File: src/rtl/irsir_pkg.sv
// Package: shared constants for the infrared pulse codec.
// Assumes 16 sampling ticks per bit and a 3-bit width select.
package irsir_pkg;
    localparam int TICKS_PER_BIT = 16;
    localparam int PHASE_W       = $clog2(TICKS_PER_BIT);
    localparam int FRAC_TICKS    = 3;
    localparam int SEL_W         = 3;
    localparam int SYNC_STAGES   = 2;

    typedef enum logic {
        WIDTH_FRACTIONAL = 1'b0,
        WIDTH_FIXED      = 1'b1
    } width_mode_e;
endpackage

File: src/rtl/irsir_bit_phase.sv
// Module: irsir_bit_phase
// Counts sampling ticks into a bit phase. It gives a strobe when a bit opens
// (tick at phase 0) and one when a bit closes (tick at the last phase).
// Assumes bit_tick is a one-clock strobe. The phase is held at 0 while disabled.
module irsir_bit_phase #(
    parameter int TICKS   = 16,
    localparam int PW     = $clog2(TICKS)
) (
    input  logic clk,
    input  logic rst_n,
    input  logic en,
    input  logic bit_tick,
    output logic bit_open,
    output logic bit_close
);
    localparam logic [PW-1:0] LAST = PW'(TICKS - 1);

    logic [PW-1:0] phase_q;

    // Advance the phase on each tick, wrapping at the bit length.
    always_ff @(posedge clk) begin
        if (!rst_n || !en) begin
            phase_q <= '0;
        end else if (bit_tick) begin
            phase_q <= (phase_q == LAST) ? '0 : phase_q + 1'b1;
        end
    end

    assign bit_open  = en && bit_tick && (phase_q == '0);
    assign bit_close = en && bit_tick && (phase_q == LAST);

    // a disabled block restarts at phase 0
    assert_phase_idle_R5: assert property (@(posedge clk) disable iff (!rst_n)
        !en |=> (phase_q == '0));
endmodule

File: src/rtl/irsir_tx_shaper.sv
// Module: irsir_tx_shaper
// Turns each low UART bit into one high IR pulse that starts one clock after the
// bit opens. The width is either a number of sampling ticks or a power-of-two
// number of system clocks. Assumes width_sel is stable while a pulse is out.
module irsir_tx_shaper
    import irsir_pkg::*;
#(
    parameter int SW        = SEL_W,
    parameter int FTICKS    = FRAC_TICKS,
    localparam int CNT_W    = (1 << SW) + 1,
    localparam int TC_W     = (FTICKS > 1) ? $clog2(FTICKS) : 1
) (
    input  logic          clk,
    input  logic          rst_n,
    input  logic          en,
    input  logic          bit_tick,
    input  logic          bit_open,
    input  logic [SW-1:0] width_sel,
    input  logic          uart_txd,
    output logic          ir_txd
);
    localparam logic [CNT_W-1:0] ALL_ONES  = '1;
    localparam logic [TC_W-1:0]  TICK_LAST = TC_W'(FTICKS - 1);

    width_mode_e      mode;
    logic [CNT_W-1:0] clk_last;
    logic             pulse_on_q;
    logic [CNT_W-1:0] clk_cnt_q;
    logic [TC_W-1:0]  tick_cnt_q;
    logic             start;
    logic             pulse_done;

    // Decode the select into a width mode and the last clock count of a fixed pulse.
    always_comb begin
        mode     = (width_sel == '0) ? WIDTH_FRACTIONAL : WIDTH_FIXED;
        clk_last = ALL_ONES >> (CNT_W - 2 - int'(width_sel));
    end

    assign start = bit_open && !uart_txd;

    // Flag the last cycle of the pulse in either width mode.
    always_comb begin
        if (mode == WIDTH_FRACTIONAL) begin
            pulse_done = bit_tick && (tick_cnt_q == TICK_LAST);
        end else begin
            pulse_done = (clk_cnt_q == clk_last);
        end
    end

    // Pulse state: a new start wins, disable clears, otherwise count to the end.
    always_ff @(posedge clk) begin
        if (!rst_n) begin
            pulse_on_q <= 1'b0;
            clk_cnt_q  <= '0;
            tick_cnt_q <= '0;
        end else if (start) begin
            pulse_on_q <= 1'b1;
            clk_cnt_q  <= '0;
            tick_cnt_q <= '0;
        end else if (!en) begin
            pulse_on_q <= 1'b0;
            clk_cnt_q  <= '0;
            tick_cnt_q <= '0;
        end else if (pulse_on_q) begin
            if (pulse_done) begin
                pulse_on_q <= 1'b0;
            end
            clk_cnt_q <= clk_cnt_q + 1'b1;
            if (bit_tick) begin
                tick_cnt_q <= tick_cnt_q + 1'b1;
            end
        end
    end

    assign ir_txd = pulse_on_q;

    // a low bit at bit open lights the output on the next edge
    assert_zero_lights_R1: assert property (@(posedge clk) disable iff (!rst_n)
        (bit_open && !uart_txd) |=> (ir_txd && clk_cnt_q == '0));
    // a high bit at bit open never starts a pulse from a dark output
    assert_one_stays_dark_R2: assert property (@(posedge clk) disable iff (!rst_n)
        (bit_open && uart_txd && !ir_txd) |=> !ir_txd);
    // a fixed pulse never runs past its selected clock count
    assert_fixed_bound_R4: assert property (@(posedge clk) disable iff (!rst_n)
        (ir_txd && mode == WIDTH_FIXED && $stable(width_sel)) |-> (clk_cnt_q <= clk_last));
    // disabling darkens the output on the next edge
    assert_dark_when_off_R5: assert property (@(posedge clk) disable iff (!rst_n)
        !en |=> !ir_txd);
endmodule

File: src/rtl/irsir_rx_decoder.sv
// Module: irsir_rx_decoder
// Synchronises the raw IR input, finds its rising edges, and holds the UART-side
// line low from a detected edge to the end of the current bit window. Assumes
// that a pulse of any width, even one clock, means a 0 bit.
module irsir_rx_decoder
    import irsir_pkg::*;
#(
    parameter int STAGES = SYNC_STAGES
) (
    input  logic clk,
    input  logic rst_n,
    input  logic en,
    input  logic bit_close,
    input  logic ir_rxd,
    output logic uart_rxd
);
    logic [STAGES-1:0] sync_q;
    logic              prev_q;
    logic              rise;
    logic              hold_low_q;

    // Synchroniser chain: first stage takes the raw pin, later stages take their neighbour.
    generate
        for (genvar g = 0; g < STAGES; g++) begin : g_sync
            if (g == 0) begin : g_first
                always_ff @(posedge clk) begin
                    sync_q[g] <= rst_n ? ir_rxd : 1'b0;
                end
            end else begin : g_next
                always_ff @(posedge clk) begin
                    sync_q[g] <= rst_n ? sync_q[g-1] : 1'b0;
                end
            end
        end
    endgenerate

    // Remember the last synchronised level for edge detection.
    always_ff @(posedge clk) begin
        prev_q <= rst_n ? sync_q[STAGES-1] : 1'b0;
    end

    assign rise = sync_q[STAGES-1] && !prev_q;

    // Hold the line low from an edge until the bit window closes.
    always_ff @(posedge clk) begin
        if (!rst_n || !en) begin
            hold_low_q <= 1'b0;
        end else if (rise) begin
            hold_low_q <= 1'b1;
        end else if (bit_close) begin
            hold_low_q <= 1'b0;
        end
    end

    assign uart_rxd = !hold_low_q;

    // a detected edge pulls the line low on the next edge
    assert_edge_pulls_low_R6: assert property (@(posedge clk) disable iff (!rst_n)
        (en && rise) |=> !uart_rxd);
    // a low line returns high only at a window close
    assert_release_at_close_R6: assert property (@(posedge clk) disable iff (!rst_n)
        (en && !uart_rxd && !bit_close && !rise) |=> !uart_rxd);
    // disabled means idle high
    assert_idle_when_off_R9: assert property (@(posedge clk) disable iff (!rst_n)
        !en |=> uart_rxd);
endmodule

File: src/rtl/irsir_codec.sv
// Module: irsir_codec (top)
// Infrared pulse codec between a UART and an IR transceiver. It ties a shared
// bit-phase counter to the transmit shaper and the receive decoder.
// Assumes bit_tick fires 16 times per bit and en is a synchronous level.
module irsir_codec
    import irsir_pkg::*;
(
    input  logic             clk,
    input  logic             rst_n,
    input  logic             en,
    input  logic             bit_tick,
    input  logic [SEL_W-1:0] width_sel,
    input  logic             uart_txd,
    input  logic             ir_rxd,
    output logic             ir_txd,
    output logic             uart_rxd
);
    logic bit_open;
    logic bit_close;

    irsir_bit_phase #(.TICKS(TICKS_PER_BIT)) u_phase (
        .clk       (clk),
        .rst_n     (rst_n),
        .en        (en),
        .bit_tick  (bit_tick),
        .bit_open  (bit_open),
        .bit_close (bit_close)
    );

    irsir_tx_shaper #(.SW(SEL_W), .FTICKS(FRAC_TICKS)) u_tx (
        .clk       (clk),
        .rst_n     (rst_n),
        .en        (en),
        .bit_tick  (bit_tick),
        .bit_open  (bit_open),
        .width_sel (width_sel),
        .uart_txd  (uart_txd),
        .ir_txd    (ir_txd)
    );

    irsir_rx_decoder #(.STAGES(SYNC_STAGES)) u_rx (
        .clk       (clk),
        .rst_n     (rst_n),
        .en        (en),
        .bit_close (bit_close),
        .ir_rxd    (ir_rxd),
        .uart_rxd  (uart_rxd)
    );

    // the output pins are quiet in the cycle after a reset edge
    assert_reset_quiet_R10: assert property (@(posedge clk)
        !rst_n |=> (!ir_txd && uart_rxd));
endmodule

File: config.mk
export PLATFORM = sky130hd
export DESIGN_NAME = irsir_codec
export DESIGN_NICKNAME = d
export VERILOG_FILES = /design/src/rtl/irsir_pkg.sv /design/src/rtl/irsir_bit_phase.sv /design/src/rtl/irsir_tx_shaper.sv /design/src/rtl/irsir_rx_decoder.sv /design/src/rtl/irsir_codec.sv
export SDC_FILE = /design/constraint.sdc
export NUM_CORES = 1
export LEC_CHECK = 0
export CAP_MARGIN = 5
export CORE_MARGIN = 2
export CORE_UTILIZATION = 53
export DETAILED_ROUTE_END_ITERATION = 6
export MAX_ROUTING_LAYER = met4
export PLACE_DENSITY = 0.83
export SLEW_MARGIN = 0
export SYNTH_ARGS = -nofsm -noshare
export SYNTH_HDL_FRONTEND = slang
export SYNTH_SLANG_ARGS = --single-unit
File: constraint.sdc
create_clock -name clk -period 1.5 [get_ports clk]
set_input_delay 0.15 -clock clk [delete_from_list [all_inputs] [get_ports clk]]
set_output_delay 0.15 -clock clk [all_outputs]
set_load 0.05 [all_outputs]
Yosys cells after proc, flatten, opt, wreduce, memory -nomap -nowiden
Cells that the tools add are included.
{ "totals": {"reg_bits": 20, "inputBits": 9} }
{ "classes": {"mux": 8, "n_reduce_logical": 17, "bitwise": 2, "shift": 1, "eq_ne": 3, "addsub": 4} }
{ "op_table": {"columns": ["cell", "n"], "rows": [
  ["9-bit by 32-bit >> shifter with 9-bit output (first input constant)", 1],
  ["9-bit by 1-bit adder with 9-bit output (second input constant)", 1],
  ["9-bit equality test", 1],
  ["1-bit two-way mux", 7],
  ["1-bit logical AND", 6],
  ["1-bit zero test", 5],
  ["4-bit by 1-bit adder with 4-bit output (second input constant)", 1],
  ["4-bit equality test (second input constant)", 1],
  ["4-bit zero test", 1],
  ["4-bit two-way mux", 1],
  ["3-bit by 3-bit subtractor with 4-bit output (first input constant)", 1],
  ["3-bit zero test", 1],
  ["3-bit OR reduction", 1],
  ["2-bit by 1-bit adder with 2-bit output (second input constant)", 1],
  ["2-bit equality test (second input constant)", 1],
  ["1-bit inverter", 2],
  ["2-bit AND reduction", 1],
  ["2-bit nonzero test", 1],
  ["1-bit logical OR", 1]
]} }

Logic depth before layout (Yosys ltp)
{ "depth": {"word_depth": 8, "depth_mapped": 7, "mapped_depth_nobuf": 6} }

Hierarchy
From an unflattened synthesis, not the netlist that was laid out.
{ "hier_totals": {"cells_unflattened": 119, "area_unflattened_um2": 1022.2} }
{ "by_module_without_submodules": {"columns": ["mod", "area_per_inst_um2", "instances", "seq_area_each_um2", "cells_per_inst"], "rows": [
  ["irsir_tx_shaper", 680.7, 1, 240.2, 81],
  ["irsir_bit_phase", 214.0, 1, 80.1, 26],
  ["irsir_rx_decoder", 127.6, 1, 80.1, 12]
]} }

Worst setup path after synthesis
OpenSTA, ideal clock, no wires.
{ "synth_timing": {"kind": "register -> register", "start": "register u_tx.pulse_on_q (netlist: u_tx.ir_txd)", "end": "register u_tx.clk_cnt_q[8]", "period_less_slack_ps": 1474, "path_slack_ps": 26, "t_arrival_ps": 1359, "t_required_ps": 1386, "n_path_buf": 1, "stages_incl_launch_ff": 6, "path_cell_list": "dfxtp_1 > buf_2 > and3_1 > nand4_1 > xor2_1 > nor2_1"} }
{ "synth_rtl": {"columns": ["item", "line_no", "source"], "rows": [
  ["start: declaration", "irsir_tx_shaper.sv:27", "logic pulse_on_q;"],
  ["start signal: assignment", "irsir_tx_shaper.sv:53", "pulse_on_q <= 1'b0;"],
  ["start signal: assignment", "irsir_tx_shaper.sv:57", "pulse_on_q <= 1'b1;"],
  ["start signal: assignment", "irsir_tx_shaper.sv:61", "pulse_on_q <= 1'b0;"],
  ["end signal: assignment", "irsir_tx_shaper.sv:68", "clk_cnt_q <= clk_cnt_q + 1'b1;"],
  ["end: declaration", "irsir_tx_shaper.sv:28", "logic [CNT_W-1:0] clk_cnt_q;"]
]} }

Worst setup path in the final report
{ "layout_timing": {"start": "register u_phase.phase_q[0]", "end": "register u_tx.tick_cnt_q[1]"} }
{ "layout_between": {"elab_chain_len": 4} }
{ "layout_lines": {"columns": ["item", "line_no", "source"], "rows": [
  ["start: declaration", "irsir_bit_phase.sv:18", "logic [PW-1:0] phase_q;"],
  ["start signal: assignment", "irsir_bit_phase.sv:25", "phase_q <= (phase_q == LAST) ? '0 : phase_q + 1'b1;"],
  ["4-bit zero test", "irsir_bit_phase.sv:29", "assign bit_open = en && bit_tick && (phase_q == '0);"],
  ["1-bit logical AND", "irsir_bit_phase.sv:29", null],
  ["1-bit logical AND", "irsir_tx_shaper.sv:39", "assign start = bit_open && !uart_txd;"],
  ["3-bit OR reduction (no line)", null, null],
  ["end signal: assignment", "irsir_tx_shaper.sv:70", "tick_cnt_q <= tick_cnt_q + 1'b1;"],
  ["end: declaration", "irsir_tx_shaper.sv:29", "logic [TC_W-1:0] tick_cnt_q;"]
]} }
No other way between the ends.
A chain may end at the register's enable or synchronous reset.

==> summary.txt <==
Clocking
  • CTS tree: built
  • Clock root cell: clkbuf_4
  • H-tree depth: 1
  • CTS buffer count: 3
  • Clock transition at path regs: 0.10 ns
  • Hold buffers post-CTS: 0
  • Worst-Skew Late Latency: 0.30 ns
  • # Post-CTS Setup Buffers: 0
  • Longest Clk Path Bufs: 2
  • Clock sinks: 20

Placed design
  • Post-Place Cell Area: 1190 um^2
  • IO buf count: 10
  • RePlAce Congestion: 0.778
  • Dpl ws: -0.109 ns
  • Post-DP HPWL: 1460 um

Cells and area
  • Most frequent cells in the layout: dfxtp_1 (19), nor2_1 (16), nand2_1 (12)
  • Fin area: 1260 um^2
  • Share of cells above drive strength 1: 16.9%
  • Area grow syn2layout: 26.4%
  • Most common cell after layout, fill and taps aside: dfxtp_1
  • Finished Core Util: 72.1%
  • Nets: 151
  • Antenna cells: 0

Worst setup path
  • Arrival time worst endpoint: 1.68 ns
  • CP startpoint kind: flop
  • CP Max Fanout: 6
  • Critical Path RT: 1.71 ns
  • Worst Reg-to-Reg Cells: 7
  • Critical path type: reg -> reg
  • Worst setup EP type: flop

Floorplan
  • Initial Util: 57.1%
  • Chip Width: 47.4 um
  • Die Span Y: 47.4 um
  • Die area: 2240 um^2
  • Core area: 1750 um^2
  • Row count: 15
  • Top Ports: 11

GRT
  • Total gr overflow: 0
  • Initial antenna violation count: 0
  • Gr usage total: 20.6%
  • First-pass GRT wire length: 3130 um
  • Vias in the first global route: 799
  • Pin count of the biggest net entering global routing: 12

Timing
  • Slew at the pin closest to its max-slew limit: 0.355 ns
  • Clock Skew: 0.00244 ns
  • Final worst slack: 0.0279 ns
  • Final Hold Violating Endpoints: 0
  • Pins Over Slew Limit: 0
  • Minimum clock period: 1.47 ns
  • Final Setup Violations: 0
  • Hold slack: 0.431 ns
  • Max transition margin: 76.3%
  • Peak Freq: 0.679 GHz
  • Final Cycle Share: 98.1%

Drt
  • 1st-pass router iterations: 4
  • Detailed-route wire length: 2130 um
  • DRT antenna net count: 0
  • Vias: 870
  • DRC Markers: 0
  • Vias per cell: 5.40
  • Iter 0 DRT Violations: 11
  • WL per Instance: 13.2 um

Pwr
  • Leakage: 0.459 nW
  • Tot Pwr: 0.917 mW
  • PD cells: 729 nW/um^2
  • VDD IR-drop max: 726 uV

Synth
  • Synth Warn #: 0
  • Mapped Avg Cell Area: 8.51 um^2
  • Cell accounting for the most synthesized area: dfxtp_1
  • #FFs+latches synth: 20
  • Synth Cell Area: 996 um^2
  • Distinct cells, synth: 34
  • Top-area cell type share of the netlist area: 40.2%
  • Synthesized Nets: 130
  • Synth Instances: 117
  • Area contributors post-synth: dfxtp_1 (40%), nor2_1 (6.0%), xor2_1 (5.3%)
  • Register area share after synthesis: 40.2%

Hold path
  • Hold crit path type: in -> reg
  • Hold depth: 2

Status
  • Status: finished clean

Run
  • Max-cap violations: 0
[state kept, by name, summed over array words and instances, names as in the netlist]
signal and flops:
u_phase.phase_q 4, u_rx.hold_low_q 1, u_rx.prev_q 1, u_tx.ir_txd 1, u_tx.tick_cnt_q 2, u_rx.sync_q 2
u_tx.clk_cnt_q 9
[kinds of logic (layout without fill, tap and decap cells)]
kind of cell	after synthesis	after routing	share of synthesized area, %
compound gates	20	20	12.6
xor+xnor	11	11	9.67
fa+ha+maj	4	4	5.03
buf+inv	10	29	5.28
flops	20	20	40.2
mux	2	2	2.01
simple gates	50	50	25.3
[worst paths after layout]
kind | start | to | slack, ns
min reg2reg | u_rx.sync_q[0] | u_rx.sync_q[1] | 0.46
max reg2reg | u_phase.phase_q[0] | u_tx.tick_cnt_q[1] | 0.03
min | ir_rxd | u_rx.sync_q[0] | 0.43
max | u_phase.phase_q[0] | u_tx.tick_cnt_q[1] | 0.03
[power by group]
part	total (mW)	internal, mW	leakage, nW	switching, mW
clock	0.249	0.0936	0.0138	0.156
sequential	0.544	0.538	0.162	0.00556
combinational	0.124	0.0688	0.283	0.0552
[synth_stat cells]
| cell type | number |
|---|---|
| a2111oi_1 | 1 |
| a21oi_1 | 8 |
| a311o_1 | 1 |
| a311oi_1 | 1 |
| a31oi_1 | 2 |
| a41oi_1 | 1 |
| and2_1 | 3 |
| and3_1 | 1 |
| and3_2 | 1 |
| and4_1 | 1 |
| buf_2 | 3 |
| buf_4 | 1 |
| buf_6 | 1 |
| dfxtp_1 | 20 |
| ha_1 | 4 |
| inv_1 | 5 |
| mux2i_1 | 2 |
| nand2_1 | 12 |
| nand2b_1 | 3 |
| nand3_1 | 3 |
| nand4_1 | 3 |
| nand4bb_1 | 1 |
| nor2_1 | 16 |
| nor3_1 | 1 |
| nor3b_1 | 1 |
| nor4_1 | 1 |
| o211ai_1 | 1 |
| o21ai_0 | 4 |
| o31ai_1 | 1 |
| or2_1 | 1 |
| or3b_1 | 1 |
| or4_1 | 1 |
| xnor2_1 | 5 |
| xor2_1 | 6 |
[per-stage QoR]
| step | std cells | setup TNS (ns) |
|---|---|---|
| final | 161 | 0 |
| after global routing | 161 | -0.0188 |
| after CTS | 160 | 0 |
| after detailed placement | 157 | -0.742 |
| after global placement | 157 | -0.0727 |
| after floorplan | 117 | 0 |
[repair_timing]
item                                    CTS  global route
cloned                                    0             1
endpoints found under the setup margin    1            12
pin swaps                                 0             2
resized for setup                         1             5
[per-layer routing]
metal	vias up	share of wire (%)	global-route usage (%)
met2	14	52	34.6
met5	-	0	-
met1	408	45	23.7
met3	4	2.1	2.31
met4	0	1.3	11.1
li1	444	-	-
[layout make-up]
cell class              instances  area [um^2]
well taps                      25         31.3
multi-input cells              87          564
repair buffers                 21          220
fillers                       129          487
inverters                       5         18.8
clock buffers                   3         22.5
flip-flops and latches         20          402
[worst max-delay path: stages, from the launching register on]
cell and delay (ns):
dfxtp_2 0.34, inv_1 0.06, ha_2 0.17, nand4bb_1 0.13, nor3b_2 0.07, or2_4 0.28, buf_12 0.14, a311oi_2 0.20
Note: power is estimated with default switching activity, not from simulation.
